File: src/rtl/ds3i_pkg.sv
package ds3i_pkg;

    // Role of the bit currently at the input, decoded from its frame position
    typedef enum logic [2:0] {
        SLOT_PAY = 3'd0,
        SLOT_X   = 3'd1,
        SLOT_P   = 3'd2,
        SLOT_M   = 3'd3,
        SLOT_F   = 3'd4,
        SLOT_C   = 3'd5
    } slot_e;

    // Frame geometry defaults
    localparam int SUBFRAMES_DEF  = 7;
    localparam int BLOCKS_DEF     = 8;
    localparam int BLOCK_BITS_DEF = 85;

endpackage

File: src/rtl/ds3i_frame_pos.sv
module ds3i_frame_pos #(
    parameter int SUBFRAMES  = ds3i_pkg::SUBFRAMES_DEF,
    parameter int BLOCKS     = ds3i_pkg::BLOCKS_DEF,
    parameter int BLOCK_BITS = ds3i_pkg::BLOCK_BITS_DEF,
    localparam int SFW = $clog2(SUBFRAMES),
    localparam int BKW = $clog2(BLOCKS),
    localparam int BTW = $clog2(BLOCK_BITS)
) (
    input  logic           clk,
    input  logic           rst_n,
    input  logic           sof_in,
    output logic [SFW-1:0] cur_sf,
    output logic [BKW-1:0] cur_blk,
    output logic [BTW-1:0] cur_bit,
    output logic           frm_start
);

    localparam logic [SFW-1:0] SF_LAST = SFW'(SUBFRAMES - 1);
    localparam logic [BKW-1:0] BK_LAST = BKW'(BLOCKS - 1);
    localparam logic [BTW-1:0] BT_LAST = BTW'(BLOCK_BITS - 1);

    typedef struct packed {
        logic [SFW-1:0] sf;
        logic [BKW-1:0] blk;
        logic [BTW-1:0] bt;
    } pos_t;

    pos_t pos_q, pos_d, cur;

    always_comb begin
        cur   = sof_in ? '0 : pos_q;
        pos_d = cur;
        if (cur.bt == BT_LAST) begin
            pos_d.bt = '0;
            if (cur.blk == BK_LAST) begin
                pos_d.blk = '0;
                pos_d.sf  = (cur.sf == SF_LAST) ? '0 : cur.sf + 1'b1;
            end else begin
                pos_d.blk = cur.blk + 1'b1;
            end
        end else begin
            pos_d.bt = cur.bt + 1'b1;
        end
    end

    always_ff @(posedge clk) begin
        if (!rst_n) pos_q <= '0;
        else        pos_q <= pos_d;
    end

    assign cur_sf    = cur.sf;
    assign cur_blk   = cur.blk;
    assign cur_bit   = cur.bt;
    assign frm_start = (cur == '0);

endmodule

File: src/rtl/ds3i_slot_map.sv
module ds3i_slot_map #(
    parameter int SUBFRAMES  = ds3i_pkg::SUBFRAMES_DEF,
    parameter int BLOCKS     = ds3i_pkg::BLOCKS_DEF,
    parameter int BLOCK_BITS = ds3i_pkg::BLOCK_BITS_DEF,
    parameter int RUN        = 2,
    parameter int X_SUBFR    = 2,
    parameter int P_SUBFR    = 2,
    parameter int M_LEN      = 3,
    parameter logic [M_LEN-1:0] M_WORD = 3'b010,
    parameter int F_LEN      = 4,
    parameter logic [F_LEN-1:0] F_WORD = 4'b1001,
    parameter int C_ZERO_SF  = 2,
    localparam int SFW = $clog2(SUBFRAMES),
    localparam int BKW = $clog2(BLOCKS),
    localparam int BTW = $clog2(BLOCK_BITS)
) (
    input  logic [SFW-1:0]  sf,
    input  logic [BKW-1:0]  blk,
    input  logic [BTW-1:0]  bt,
    output ds3i_pkg::slot_e slot,
    output logic            fixed_val,
    output logic            c_zero,
    output logic            pat_one
);
    import ds3i_pkg::*;

    localparam int M_FIRST = X_SUBFR + P_SUBFR;
    localparam logic [BTW-1:0] PERIOD = BTW'(2 * RUN);
    localparam logic [BTW-1:0] RUN_V  = BTW'(RUN);

    logic [BTW-1:0] pay_idx;
    logic           m_val, f_val;

    always_comb begin
        pay_idx = bt - 1'b1;
        pat_one = ((pay_idx % PERIOD) < RUN_V);
    end

    // multiframe value picked by subframe, alignment value by block
    always_comb begin
        m_val = 1'b0;
        for (int i = 0; i < M_LEN; i++) begin
            if (sf == SFW'(M_FIRST + i)) m_val = M_WORD[M_LEN-1-i];
        end
        f_val = 1'b0;
        for (int i = 0; i < F_LEN; i++) begin
            if (blk == BKW'(2 * i + 1)) f_val = F_WORD[F_LEN-1-i];
        end
    end

    always_comb begin
        slot      = SLOT_PAY;
        fixed_val = 1'b0;
        c_zero    = 1'b0;
        if (bt == '0) begin
            if (blk == '0) begin
                if (sf < SFW'(X_SUBFR)) begin
                    slot      = SLOT_X;
                    fixed_val = 1'b1;
                end else if (sf < SFW'(M_FIRST)) begin
                    slot = SLOT_P;
                end else begin
                    slot      = SLOT_M;
                    fixed_val = m_val;
                end
            end else if (blk[0]) begin
                slot      = SLOT_F;
                fixed_val = f_val;
            end else begin
                slot   = SLOT_C;
                c_zero = (sf == SFW'(C_ZERO_SF));
            end
        end
    end

endmodule

File: src/rtl/ds3i_parity.sv
module ds3i_parity (
    input  logic clk,
    input  logic rst_n,
    input  logic frm_start,
    input  logic pay_vld,
    input  logic bit_in,
    output logic par_prev
);

    typedef struct packed {
        logic acc;
        logic prev;
    } par_t;

    par_t par_q, par_d;

    always_comb begin
        par_d = par_q;
        if (frm_start) begin
            par_d.prev = par_q.acc;
            par_d.acc  = 1'b0;
        end else if (pay_vld) begin
            par_d.acc = par_q.acc ^ bit_in;
        end
    end

    always_ff @(posedge clk) begin
        if (!rst_n) par_q <= '0;
        else        par_q <= par_d;
    end

    assign par_prev = par_q.prev;

endmodule

File: src/rtl/ds3i_idle_gen.sv
module ds3i_idle_gen #(
    parameter int SUBFRAMES  = ds3i_pkg::SUBFRAMES_DEF,
    parameter int BLOCKS     = ds3i_pkg::BLOCKS_DEF,
    parameter int BLOCK_BITS = ds3i_pkg::BLOCK_BITS_DEF
) (
    input  logic clk,
    input  logic rst_n,
    input  logic sof_in,
    input  logic din,
    input  logic idle_req,
    output logic dout,
    output logic idle_on
);
    import ds3i_pkg::*;

    localparam int SFW = $clog2(SUBFRAMES);
    localparam int BKW = $clog2(BLOCKS);
    localparam int BTW = $clog2(BLOCK_BITS);

    typedef struct packed {
        logic dout;
        logic idle_on;
    } out_t;

    out_t st_q, st_d;

    logic [SFW-1:0] sf_w;
    logic [BKW-1:0] blk_w;
    logic [BTW-1:0] bit_w;
    logic           frm_start_w;
    slot_e          slot_w;
    logic           fixed_w, c_zero_w, pat_one_w, par_prev_w;
    logic           act_w, out_w;

    ds3i_frame_pos #(
        .SUBFRAMES(SUBFRAMES), .BLOCKS(BLOCKS), .BLOCK_BITS(BLOCK_BITS)
    ) u_pos (
        .clk(clk), .rst_n(rst_n), .sof_in(sof_in),
        .cur_sf(sf_w), .cur_blk(blk_w), .cur_bit(bit_w),
        .frm_start(frm_start_w)
    );

    ds3i_slot_map #(
        .SUBFRAMES(SUBFRAMES), .BLOCKS(BLOCKS), .BLOCK_BITS(BLOCK_BITS)
    ) u_map (
        .sf(sf_w), .blk(blk_w), .bt(bit_w),
        .slot(slot_w), .fixed_val(fixed_w), .c_zero(c_zero_w), .pat_one(pat_one_w)
    );

    ds3i_parity u_par (
        .clk(clk), .rst_n(rst_n), .frm_start(frm_start_w),
        .pay_vld(slot_w == SLOT_PAY), .bit_in(out_w), .par_prev(par_prev_w)
    );

    // mode is frozen for the frame; only a frame-start bit may re-sample it
    always_comb begin
        act_w = frm_start_w ? idle_req : st_q.idle_on;
        out_w = din;
        if (act_w) begin
            unique case (slot_w)
                SLOT_PAY: out_w = pat_one_w;
                SLOT_P:   out_w = par_prev_w;
                SLOT_C:   out_w = c_zero_w ? 1'b0 : din;
                default:  out_w = fixed_w;
            endcase
        end
        st_d.dout    = out_w;
        st_d.idle_on = act_w;
    end

    always_ff @(posedge clk) begin
        if (!rst_n) st_q <= '0;
        else        st_q <= st_d;
    end

    assign dout    = st_q.dout;
    assign idle_on = st_q.idle_on;

endmodule

File: config.mk
export PLATFORM = sky130hd
export DESIGN_NAME = ds3i_idle_gen
export DESIGN_NICKNAME = d
export VERILOG_FILES = /design/src/rtl/ds3i_pkg.sv /design/src/rtl/ds3i_frame_pos.sv /design/src/rtl/ds3i_slot_map.sv /design/src/rtl/ds3i_parity.sv /design/src/rtl/ds3i_idle_gen.sv
export SDC_FILE = /design/constraint.sdc
export NUM_CORES = 1
export LEC_CHECK = 0
export BUFFER_PORTS_ARGS = -buffer_cell sky130_fd_sc_hd__buf_4
export CORE_ASPECT_RATIO = 0.8
export CORE_MARGIN = 2
export CORE_UTILIZATION = 45
export CTS_BUF_LIST = sky130_fd_sc_hd__clkbuf_16
export DETAILED_ROUTE_END_ITERATION = 10
export PLACE_DENSITY = 0.66
export SYNTH_ARGS = -nofsm -noshare
export SYNTH_HDL_FRONTEND = slang
export SYNTH_SLANG_ARGS = --single-unit
export TNS_END_PERCENT = 10
File: constraint.sdc
create_clock -name clk -period 2.05 [get_ports clk]
set_input_delay 0.5125 -clock clk [delete_from_list [all_inputs] [get_ports clk]]
set_output_delay 0.5125 -clock clk [all_outputs]
set_load 0.005 [all_outputs]
==> results.md <==
- Slew HR: 68.0%
- Seq cells post-synth: 17
- Synth warn: 0
- Avg Synthesized Cell Area: 8.36 µm²
- Yosys top cell area share: 34.5%
- Ys async rst share: 0%
- Number of gates resized after cts: 0
- Total congestion overflow: 0
- Final hold violations: 0
- Setup Skew: 0.00223 ns
- Core ar.: 0.00212 mm²
- P_leak: 0.500 nW
- Mapped Nets: 129
- Worst Tran Pin Value: 0.474 ns
- Initial antenna violation count: 0
- Std cell rows: 15
- GRT Total Usage: 17.4%
- Worst R2R Start: u_pos.pos_q[4]
- Crit path from: u_pos.pos_q[4]
- Hold Path Class: reg -> reg
- Die W: 56.3 µm
- CTS max path bufs: 2
- Die height: 45.9 µm
- IO Port Bufs: 6
- Startpoint Class: register
- Nets: 147
- Top post-synthesis cells by area: dfxtp_1 (35%), ha_1 (7.6%), nor2_1 (5.3%)
- Reg clk slew, reported paths: 0.05 ns
- Drt drc: 0
- Fin util: 56.6%
- Worst skew pair latency: 0.25 ns
- Initial Utilization: 46.5%
- WL/cell: 12.5 µm
- Most used DFF post-synth: dfxtp_1
- Crit path to: u_par.par_q[1]
- CP Depth: 6
- Layout cells sized above 1: 18.5%
- CTS Buf Count: 3
- First-pass GRT wire length: 3.39 mm
- Pwr dens: 658 mW/mm²
- Fin crit share: 88.6%
- DRT Wirelength: 2.00 mm
- N_diodes: 0
- Post-synth EDFFs: 0
- Starting DRC count in detailed routing: 45
- Worst R2R Path Depth: 6
- Setup violators final: 0
- Worst EP required: 2.23 ns
- Clk root buf: clkbuf_16
- CTS sink count: 17
- Status: completed
- P&R area growth vs syn: 21.8%
- Final min period: 1.82 ns
- Reg2reg end: u_par.par_q[1]
- GPL Wtd Cong: 0.899
- Number of max-cap violations: 0
- Vias in the first global route: 748
- Flop2flop setup slack: 0.23 ns
- CP cell instances: nor4_2, a31oi_1, nor2_2, mux2_4, mux2i_1, mux2i_1
- Worst Path Buf+Inv: 0
- Sequential area share after synthesis: 34.5%
- Top Ports: 7
- Placed cell areas: 0.00112 mm²
- Hold buffer count at cts: 0
- Worst EP arrival: 1.99 ns
- Yosys cell types: 41
- Slowest CP cell: dfxtp_1
- RSZ-0062 raised after global routing: false
- Cell family with most CP delay: multiplexers
- Setup Crit Path Kind: reg -> reg
- TritonCTS clock tree: done
- Max-slew violations: 0
- Cell taking the most area after synthesis: dfxtp_1
- Non-Filler Instances: 160
- Inst Count DP: 156
- DRT antenna net count: 0
- Via count: 862
- Max IR drop VDD: 0.627 mV
- Largest net degree at the start of global routing: 13
- Worst Setup End Kind: register
- CP max stage delay: 0.35 ns
- Post-CTS Setup Inserts: 0
- Post-route cell area: 0.00120 mm²
- CP dominant cell by count: mux2i_1
- Via/cell ratio: 5.39
- Critical-path maximum fanout: 5
- DIE AREA: 0.00258 mm²
- Syn Std Cell Area: 986 µm²
- Drt first pass iters: 4
- Cells after Synth: 118
- DPL Wire Length: 1.61 mm
- Fmax: 551 MHz
- Htree depth: 1
[where the power goes]
group | leakage, nW | total, mW | internal (mW) | switching, mW
clock network | 0.0423 | 0.384 | 0.259 | 0.125
registers | 0.138 | 0.341 | 0.337 | 0.00317
logic | 0.320 | 0.0660 | 0.0351 | 0.0309
total | 0.500 | 0.791 | 0.631 | 0.159
[cells in the mapped netlist, types with 2 or more instances]
cell,number
mux2i_1,2
and2_1,3
ha_1,6
xnor2_1,3
inv_1,7
a21oi_1,6
xor2_1,2
nand3_1,2
nor2_1,14
o21ai_0,3
dfxtp_1,17
clkbuf_1,2
nand2_1,9
o21ai_1,4
nor2b_1,2
o211ai_1,2
nand2b_1,8
nand4_1,2
nand3b_1,2
[tightest hold or removal path, stage by stage (launching register included)]
cell      delay (ns)
dfxtp_1         0.32
o211ai_1        0.09
mux2i_1         0.07
[routing by layer]
metal	share of wire (%)	vias up	track usage (%)	routed length (µm)
met5	0	-	0	0
li1	-	444	-	-
met1	53	398	24.4	1060
met4	0.20	0	2.86	4
met2	43	18	26.4	851
met3	4.0	2	5.97	79
[worst min path at each step]
stage                        start        endpoint  slack [ns]  cells after the start
floorplan           u_par.par_q[1]  u_par.par_q[1]        0.49                      2
global placement    u_par.par_q[1]  u_par.par_q[1]        0.51                      2
detailed placement  u_par.par_q[1]  u_par.par_q[1]        0.52                      2
CTS                 u_par.par_q[1]  u_par.par_q[1]        0.53                      2
global route                   din            dout        0.53                      2
finish              u_par.par_q[1]  u_par.par_q[1]        0.52                      2
[through the flow]
step	worst slack [ns]	hold WS, ns	setup TNS [ns]	total power [mW]
3_3_place_gp	0.0330	0.510	0	0.413
5_1_grt	0.0403	0.530	0	0.824
6_report	0.234	0.525	0	0.791
2_1_floorplan	0.0128	0.489	0	0.384
4_1_cts	0.201	0.530	0	0.804
3_5_place_dp	-0.0155	0.522	-0.0155	0.414
[logic make-up after synthesis]
logic type	Yosys count	synth area share [%]
AOI/OAI and AO/OA	23	14.8
xor gates and xnor gates	5	4.44
adders and majority gates	6	7.61
buffers and inverters	11	4.19
DFF	17	34.5
muxes	3	3.55
and+or+nand+nor	53	30.8
[sequential cells by signal, summed over array words and instances, names as in the netlist]
register and count:
idle_on 1, u_pos.pos_q 13, u_par.par_q 1, u_par.par_prev 1, dout 1
[cell type report]
type | instances | area, µm²
fill | 197 | 920
inverter | 9 | 33.8
clock inverter | 1 | 3.75
sequential | 17 | 340
tap | 25 | 31.3
clock buffer | 3 | 75.1
timing repair buffer | 15 | 113
multi-input combinational | 90 | 604
[placed cells by master (no fill, tap or decap), types with 2 or more instances in the layout]
master	instances
ha_1	6
mux2i_1	2
xnor2_1	3
and2_1	3
nand3_1	2
nand3b_1	2
dfxtp_1	17
inv_1	8
nand2b_1	8
nand2_1	9
o21ai_0	3
o21ai_1	4
o211ai_1	2
buf_4	15
nand4_1	2
clkbuf_16	3
xor2_1	2
nor2_1	14
nor2b_1	2
a21oi_1	6
Power figures use the tool's default switching activity.
